`src/rtl/stack_pkg.sv`:
```
package stack_pkg;
    localparam int unsigned STK_DATA_W = 8;
    localparam int unsigned STK_PC_W   = 16;
    localparam int unsigned STK_OP_W   = 3;

    typedef enum logic [STK_OP_W-1:0] {
        OP_NONE = 3'd0,
        OP_PUSH = 3'd1,
        OP_POP  = 3'd2,
        OP_CALL = 3'd3,
        OP_RET  = 3'd4,
        OP_MOVE = 3'd5
    } stk_op_e;

    typedef enum logic [2:0] {
        ST_IDLE,
        ST_PUSH,
        ST_POP,
        ST_CALL,
        ST_RET
    } stk_state_e;
endpackage

```
`src/rtl/stk_ptr_arith.sv`:
```
module stk_ptr_arith #(
    parameter int unsigned PTR_W = stack_pkg::STK_DATA_W
) (
    input  logic [PTR_W-1:0] ptr,
    output logic [PTR_W-1:0] ptr_up,
    output logic [PTR_W-1:0] ptr_down
);
    // Modulo arithmetic: carries and borrows fall off the top.
    always_comb begin
        ptr_up   = ptr + PTR_W'(1);
        ptr_down = ptr - PTR_W'(1);
    end
endmodule

```
`src/rtl/stk_ctrl.sv`:
```
module stk_ctrl
    import stack_pkg::*;
#(
    parameter int unsigned DATA_W   = STK_DATA_W,
    parameter int unsigned PC_W     = STK_PC_W,
    parameter int unsigned RESET_SP = 7
) (
    input  logic              clk,
    input  logic              rst_n,
    input  logic              op_valid,
    input  logic [STK_OP_W-1:0] op_code,
    input  logic [DATA_W-1:0] data_in,
    input  logic [PC_W-1:0]   ret_addr,
    input  logic [DATA_W-1:0] ptr_up,
    input  logic [DATA_W-1:0] ptr_down,
    input  logic [DATA_W-1:0] ram_rdata,
    output logic              ram_we,
    output logic              ram_re,
    output logic [DATA_W-1:0] ram_addr,
    output logic [DATA_W-1:0] ram_wdata,
    output logic              busy,
    output logic              done,
    output logic [DATA_W-1:0] pop_data,
    output logic [PC_W-1:0]   ret_pc,
    output logic [DATA_W-1:0] sp
);
    localparam int unsigned NBYTES = PC_W / DATA_W;
    localparam int unsigned IDX_W  = (NBYTES > 1) ? $clog2(NBYTES) : 1;
    localparam logic [IDX_W-1:0] IDX_LAST = IDX_W'(NBYTES - 1);

    typedef struct packed {
        stk_state_e        st;
        logic [DATA_W-1:0] sp;
        logic [PC_W-1:0]   hold;
        logic [IDX_W-1:0]  idx;
        logic [DATA_W-1:0] pop;
        logic [PC_W-1:0]   pc;
        logic              done;
    } regs_t;

    regs_t r_q, r_d;
    stk_op_e op_in;

    assign op_in = stk_op_e'(op_code);

    always_comb begin
        r_d        = r_q;
        r_d.done   = 1'b0;
        ram_we     = 1'b0;
        ram_re     = 1'b0;
        ram_addr   = r_q.sp;
        ram_wdata  = '0;
        unique case (r_q.st)
            ST_IDLE: begin
                if (op_valid) begin
                    unique case (op_in)
                        OP_PUSH: begin
                            r_d.st   = ST_PUSH;
                            r_d.hold = PC_W'(data_in);
                        end
                        OP_POP:  r_d.st = ST_POP;
                        OP_CALL: begin
                            r_d.st   = ST_CALL;
                            r_d.hold = ret_addr;
                            r_d.idx  = '0;
                        end
                        OP_RET: begin
                            r_d.st  = ST_RET;
                            r_d.idx = '0;
                        end
                        OP_MOVE: begin
                            r_d.sp   = data_in;
                            r_d.done = 1'b1;
                        end
                        default: ;
                    endcase
                end
            end
            ST_PUSH: begin
                ram_we    = 1'b1;
                ram_addr  = ptr_up;
                ram_wdata = r_q.hold[DATA_W-1:0];
                r_d.sp    = ptr_up;
                r_d.st    = ST_IDLE;
                r_d.done  = 1'b1;
            end
            ST_POP: begin
                ram_re   = 1'b1;
                ram_addr = r_q.sp;
                r_d.pop  = ram_rdata;
                r_d.sp   = ptr_down;
                r_d.st   = ST_IDLE;
                r_d.done = 1'b1;
            end
            ST_CALL: begin
                ram_we    = 1'b1;
                ram_addr  = ptr_up;
                ram_wdata = r_q.hold[r_q.idx*DATA_W +: DATA_W];
                r_d.sp    = ptr_up;
                if (r_q.idx == IDX_LAST) begin
                    r_d.st   = ST_IDLE;
                    r_d.done = 1'b1;
                end else begin
                    r_d.idx = r_q.idx + IDX_W'(1);
                end
            end
            ST_RET: begin
                ram_re   = 1'b1;
                ram_addr = r_q.sp;
                r_d.pc   = {r_q.pc[PC_W-DATA_W-1:0], ram_rdata};
                r_d.sp   = ptr_down;
                if (r_q.idx == IDX_LAST) begin
                    r_d.st   = ST_IDLE;
                    r_d.done = 1'b1;
                end else begin
                    r_d.idx = r_q.idx + IDX_W'(1);
                end
            end
            default: r_d.st = ST_IDLE;
        endcase
    end

    always_ff @(posedge clk or negedge rst_n) begin
        if (!rst_n) begin
            r_q      <= '0;
            r_q.st   <= ST_IDLE;
            r_q.sp   <= DATA_W'(RESET_SP);
        end else begin
            r_q <= r_d;
        end
    end

    assign busy     = (r_q.st != ST_IDLE);
    assign done     = r_q.done;
    assign pop_data = r_q.pop;
    assign ret_pc   = r_q.pc;
    assign sp       = r_q.sp;

    // A written address becomes the new pointer value.
    assert_push_advances_R2: assert property (@(posedge clk) disable iff (!rst_n)
        ram_we |=> (sp == $past(ram_addr)));

    // A read address is left one below after the access.
    assert_pop_retreats_R3: assert property (@(posedge clk) disable iff (!rst_n)
        ram_re |=> (sp == DATA_W'($past(ram_addr) - DATA_W'(1))));

    assert_pointer_load_R6: assert property (@(posedge clk) disable iff (!rst_n)
        (!busy && op_valid && op_code == OP_MOVE) |=> (sp == $past(data_in) && !busy && done));

    assert_done_when_idle_R7: assert property (@(posedge clk) disable iff (!rst_n)
        done |-> !busy);

    assert_single_port_R9: assert property (@(posedge clk) disable iff (!rst_n)
        $onehot0({ram_we, ram_re}));

    assert_no_access_idle_R9: assert property (@(posedge clk) disable iff (!rst_n)
        !busy |-> !(ram_we || ram_re));
endmodule

```
`src/rtl/stack_unit.sv`:
```
module stack_unit
    import stack_pkg::*;
#(
    parameter int unsigned DATA_W   = STK_DATA_W,
    parameter int unsigned PC_W     = STK_PC_W,
    parameter int unsigned RESET_SP = 7
) (
    input  logic                clk,
    input  logic                rst_n,
    input  logic                op_valid,
    input  logic [STK_OP_W-1:0] op_code,
    input  logic [DATA_W-1:0]   data_in,
    input  logic [PC_W-1:0]     ret_addr,
    output logic                ram_we,
    output logic                ram_re,
    output logic [DATA_W-1:0]   ram_addr,
    output logic [DATA_W-1:0]   ram_wdata,
    input  logic [DATA_W-1:0]   ram_rdata,
    output logic                busy,
    output logic                done,
    output logic [DATA_W-1:0]   pop_data,
    output logic [PC_W-1:0]     ret_pc,
    output logic [DATA_W-1:0]   sp
);
    logic [DATA_W-1:0] ptr_up, ptr_down;

    stk_ptr_arith #(.PTR_W(DATA_W)) u_arith (
        .ptr      (sp),
        .ptr_up   (ptr_up),
        .ptr_down (ptr_down)
    );

    stk_ctrl #(
        .DATA_W   (DATA_W),
        .PC_W     (PC_W),
        .RESET_SP (RESET_SP)
    ) u_ctrl (
        .clk       (clk),
        .rst_n     (rst_n),
        .op_valid  (op_valid),
        .op_code   (op_code),
        .data_in   (data_in),
        .ret_addr  (ret_addr),
        .ptr_up    (ptr_up),
        .ptr_down  (ptr_down),
        .ram_rdata (ram_rdata),
        .ram_we    (ram_we),
        .ram_re    (ram_re),
        .ram_addr  (ram_addr),
        .ram_wdata (ram_wdata),
        .busy      (busy),
        .done      (done),
        .pop_data  (pop_data),
        .ret_pc    (ret_pc),
        .sp        (sp)
    );
endmodule

```
`config.mk`:
```
export PLATFORM = sky130hd
export DESIGN_NAME = stack_unit
export DESIGN_NICKNAME = d
export VERILOG_FILES = /design/src/rtl/stack_pkg.sv /design/src/rtl/stk_ptr_arith.sv /design/src/rtl/stk_ctrl.sv /design/src/rtl/stack_unit.sv
export SDC_FILE = /design/constraint.sdc
export NUM_CORES = 1
export LEC_CHECK = 0
export CAP_MARGIN = 20
export CELL_PAD_IN_SITES_DETAIL_PLACEMENT = 0
export CELL_PAD_IN_SITES_GLOBAL_PLACEMENT = 1
export CORE_ASPECT_RATIO = 1.25
export CORE_UTILIZATION = 33
export CTS_BUF_LIST = sky130_fd_sc_hd__clkbuf_4 sky130_fd_sc_hd__clkbuf_8
export DETAILED_ROUTE_END_ITERATION = 12
export HOLD_SLACK_MARGIN = 0.02
export PLACE_DENSITY = 0.77
export SLEW_MARGIN = 20
export SYNTH_ARGS = -nofsm -noshare
export SYNTH_HDL_FRONTEND = slang
export SYNTH_SLANG_ARGS = --single-unit
```
`constraint.sdc`:
```
create_clock -name clk -period 1.8 [get_ports clk]
set_input_delay 0.36 -clock clk [delete_from_list [all_inputs] [get_ports clk]]
set_output_delay 0.36 -clock clk [all_outputs]
set_load 0.005 [all_outputs]
```
Word level (Yosys, flattened, before mapping)
Index checks and enable logic that the tools add are counted.
{ "word_totals": {"register_bits": 53, "inputBits": 38} }
{ "classes": {"add_sub_neg": 3, "n_eq_ne": 14, "n_shift": 1, "muxes": 18, "reduce_logical": 14} }
{ "ops": {"columns": ["operator", "count"], "rows": [
  ["$pmux W16 S2", 1],
  ["$mux W28", 1],
  ["$pmux W8 S3", 1],
  ["$mux W8", 2],
  ["$pmux W8 S2", 1],
  ["$shiftx A16 B5 Y8", 1],
  ["$eq A3 B2 Y1 const B", 4],
  ["$pmux W3 S4", 1],
  ["$reduce_and A3 Y1", 4],
  ["$reduce_or A2 Y1", 5],
  ["$eq A3 B3 Y1 const B", 3],
  ["$add A8 B1 Y8 const B", 1],
  ["$sub A8 B1 Y8 const B", 1],
  ["$mux W1", 7],
  ["$eq A3 B1 Y1 const B", 2],
  ["$ne A2 B2 Y1 const B", 3],
  ["$pmux W3 S2", 1],
  ["$reduce_bool A3 Y1", 2],
  ["$ne A5 B5 Y1 const B", 1],
  ["$reduce_bool A2 Y1", 2],
  ["$logic_not A3 Y1", 1],
  ["$mux W3", 1],
  ["$pmux W1 S3", 1],
  ["$ne A2 B1 Y1 const B", 1],
  ["2 further kinds", 2]
]} }

Longest topological paths before layout
{ "logic_depth": {"word_depth": 5, "mapped_depth": 9} }

Hierarchy
From an unflattened synthesis, not the netlist that was laid out.
{ "unflattened": {"cells_unflattened": 310, "hier_area_um2": 3078.0} }
{ "modules_own_cells": {"columns": ["module", "instances", "cells_per_inst", "area_each_um2", "seq_area_each_um2"], "rows": [
  ["stk_ctrl", 1, 274, 2815.2, 1330.0],
  ["stk_ptr_arith", 1, 36, 262.8, 0.0]
]} }

Worst setup path before layout
No wires, ideal clock.
{ "synth_path": {"kind": "flip-flop to output port", "from": "reg, netlist name u_ctrl.sp[2]", "to": "out ram_addr[7]", "arrival_time_ns": 1.418, "t_required_ns": 1.440, "path_slack_ns": 0.022, "path_stages_with_launch": 5, "n_path_buf": 1, "path_cell_list": "dfstp_2 > buf_2 > nand4_1 > or4_1 > nand2_1"} }
{ "synth_via": {"elab_chain_cells": 2} }
{ "synth_rtl": {"columns": ["item", "line_no", "rtl"], "rows": [
  ["$add A8 B1 Y8", "stk_ptr_arith.sv:10", "ptr_up = ptr + PTR_W'(1);"],
  ["$mux W8", "stk_ctrl.sv:53", "unique case (r_q.st)"],
  ["to (decl)", "stack_unit.sv:16", "output logic [DATA_W-1:0] ram_addr,"]
]} }
No other way between the ends.

Worst setup path in the final report
{ "layout_path": {"from": "reg, netlist name u_ctrl.sp[0]", "to": "out ram_addr[7]"} }
{ "layout_via": {"elab_chain_cells": 2} }
{ "layout_rtl": {"columns": ["item", "line_no"], "rows": [
  ["$add A8 B1 Y8", "stk_ptr_arith.sv:10"],
  ["$mux W8", "stk_ctrl.sv:53"]
]} }
No other way between the ends.

==> summary.md <==
| Metric | Value |
|---|---|
| Top FF cell, synth | `dfrtp_1` |
| Reg2reg path depth | `8` |
| IO Count | `90` |
| Worst Hold Class | `reg2reg` |
| Hpwl dp | `5.88 mm` |
| Die area | `roughly 10000 µm²` |
| Num CTS Buffers | `5` |
| Cells after synthesis | `320` |
| IO Port Bufs | `89` |
| DP Area | `between 4000 and 5000 µm²` |
| Peak VDD IR | `0.536 mV` |
| Sequential share of the synthesized area | `43.0%` |
| Yosys warning total | `0` |
| Gr usage total | `roughly 17%` |
| TritonCTS clock tree | `done` |
| RSZ-0062 raised after global routing | `true` |
| Final wirelength | `8.31 mm` |
| Tcrit/Tclk final | `121%` |
| Power Dens Cells | `1150 nW/µm²` |
| Drt drc | `0` |
| Clk Latency, worst-skew pair | `about 310 ps` |
| Final Cell Area | `4670 µm²` |
| Startpoint Class | `flip-flop` |
| Leak Pwr | `2.03 nW` |
| Slew Limit Fails | `0` |
| Final setup violation count | `12` |
| Placer Congestion | `0.827` |
| Power Total | `5.39 mW` |
| Hold EP | `u_ctrl.r_q[28]$_DFFE_PN0P_` |
| Post-route ant nets | `0` |
| Max frequency | `0.457 GHz` |
| Setup TNS | `-2020 ps` |
| Hold Fails Final Rpt | `0` |
| DRT iter0 DRCs | `95` |
| Slew HR | `between 70% and 80%` |
| Layout Skew | `around 14 ps` |
| Max-Cap Viols | `0` |
| First-pass GRT wire length | `roughly 13 mm` |
| RR Endpoint | `u_ctrl.sp[3]$_DFFE_PN0P_` |
| Initial core utilization | `33.9%` |
| Synthesized flop and latch total | `53` |
| Vias in the first global route | `2636` |
| DR vias/cell | `slightly below 5` |
| # fillers | `about 900` |
| Worst Path Required | `1440 ps` |
| CORE AREA | `9130 µm²` |
| DRT Pass-1 Iters | `6` |
| Largest net degree at the start of global routing | `54` |
| Nets | `473` |
| GR Overflow Total | `0` |
| Die extent in y | `110 µm` |
| Die span in x | `88.6 µm` |
| Flop-to-flop setup slack | `-220 ps` |
| Non-Filler Instances | `556` |
| Mapped Area | `roughly 3100 µm²` |
| Antenna violations before repair | `0` |
| Crit. End Element | `output port` |
| Row count | `39` |
| Worst setup margin | `-387 ps` |
| Data arrival time of the worst path | `around 1800 ps` |
| Share of layout cells above drive strength 1 | `37.6%` |
| Final hold slack | `485 ps` |
| Failing checks | `negative setup slack` |
| Htree depth | `2` |
| Post-synth EDFFs | `0` |
| Yosys cell types | `52` |
| Asr flop ratio synth | `100%` |
| Worst Tran Pin Value | `376 ps` |
| Vias post-DR | `2725` |
| Placed Instances | `531` |
| Routed WL per cell | `14.9 µm` |
| WHS Path Cells | `2` |
| Clock-pin slew of the registers on the worst-case setup and hold paths | `100 ps` |
| Minimum clock period | `2190 ps` |
| Beginning of the worst hold path | `u_ctrl.r_q[28]$_DFFE_PN0P_` |
| Post-Syn Area per Cell | `9.67 µm²` |
| Status | `complete, but fails checks` |
| Reg2reg start | `u_ctrl.sp[0]$_DFFE_PN1P_` |
| Root buffer cell | `clkbuf_8` |
| Crit path kind | `reg2out` |
| CP Max Fanout | `2` |
| Maximum clock path buffer count | `2` |
| N_diodes | `0` |
| Area grow syn2layout | `51.1%` |
| Syn_nets | `361` |
| Clock sinks | `53` |
-- stage by stage --
stage / setup slack, ps / util, %
after floorplan: 21.7 / -
after CTS: -374 / 50.0
after detailed placement: -331 / 46.1
after global placement: -306 / 46.1
after global routing: -446 / 51.2
final: -387 / 51.2
-- critical path, stage by stage, from the launching register on --
cell	delay (ps)
dfstp_2	550
buf_6	90
nand4_1	130
buf_4	170
buf_4	130
o31ai_4	220
nand2_2	90
buf_6	120
-- flip-flops by register name, summed over array words and instances, names as in the netlist --
| signal | flops |
|---|---|
| u_ctrl.sp | 8 |
| u_ctrl.done | 1 |
| u_ctrl.pop_data | 8 |
| u_ctrl.ret_pc | 16 |
| u_ctrl.r_q | 20 |
-- metal layers --
metal  up-vias  global-route usage (%)  part of all wire (%)
met3        12                    3.20                   5.9
met5         -                       0                     0
li1       1311                       -                     -
met1      1295                    23.1                    43
met2       107                    28.5                    50
met4         0                    4.26                   1.5
-- cells by family after synthesis --
kind of cell	count (synthesis)	share of synthesized area, %
adders and majority gates	3	1.21
muxes	33	11.7
DFF	53	43.0
buffers and inverters	60	11.9
and+or+nand+nor	95	15.7
AOI/OAI and AO/OA	67	13.9
xor gates and xnor gates	9	2.55
-- how the worst max path moves through the flow --
stage                              to  slack (ps)                startpoint
final                     ram_addr[7]        -390  u_ctrl.sp[0]$_DFFE_PN1P_
after global routing      ram_addr[7]        -450  u_ctrl.sp[0]$_DFFE_PN1P_
after detailed placement  ram_addr[7]        -330  u_ctrl.sp[0]$_DFFE_PN1P_
after global placement    ram_addr[7]        -310  u_ctrl.sp[0]$_DFFE_PN1P_
after CTS                 ram_addr[7]        -370  u_ctrl.sp[0]$_DFFE_PN1P_
after floorplan           ram_addr[7]          20  u_ctrl.sp[2]$_DFFE_PN1P_
-- cells in the mapped netlist (all sizes together), types with 2 or more instances --
cell	n	area, µm²
dfstp	3	78.8
mux2i	8	80.1
inv	10	37.5
clkbuf	9	35.0
or3	3	18.8
nor2	7	26.3
mux2	25	282
nand2b	4	25.0
or4	2	15.0
nor3	10	61.3
nor2b	2	12.5
a32oi	2	17.5
ha	3	37.5
nand3	12	60.1
o21ai	30	150
xnor2	4	35.0
xor2	5	43.8
nand2	44	165
o21a	3	30.0
a221oi	3	26.3
nor3b	4	52.6
a21oi	13	68.8
o211ai	4	30.0
buf	41	297
dfrtp	50	1250
-- cell type report --
type | instances | area (µm²) | share of cell area (%)
inverter | 10 | 50.0 | 1.07
clock inverter | 3 | 26.3 | 0.562
tap | 123 | 154 | 3.29
multi-input combinational | 207 | 1610 | 34.5
clock buffer | 5 | 68.8 | 1.47
timing repair buffer | 155 | 1430 | 30.5
sequential | 53 | 1330 | 28.5
-- power by group --
group | internal [mW] | switching [mW] | total, mW
Combinational | 1.66 | 1.15 | 2.81
Sequential | 1.61 | 0.257 | 1.86
Clock | 0.285 | 0.426 | 0.711
-- repair_timing --
item | 4_1_cts | 5_1_grt
gates resized for setup | 105 | 47
setup buffers | 13 | 5
pin swaps | 16 | 20
hold buffers | 0 | 1
hold endpoints to repair | 0 | 4
endpoints found under the setup margin | 23 | 25
-- cells in the final DEF (no fill, tap or decap), types with 8 or more instances in the layout --
| master | n |
|---|---|
| clkdlybuf4s50_1 | 65 |
| dfrtp_1 | 48 |
| nand2_1 | 42 |
| buf_4 | 41 |
| o21ai_0 | 27 |
| mux2_2 | 25 |
| buf_6 | 20 |
| buf_2 | 11 |
| a21oi_2 | 8 |
| mux2i_1 | 8 |
(Power assumes the default switching activity.)
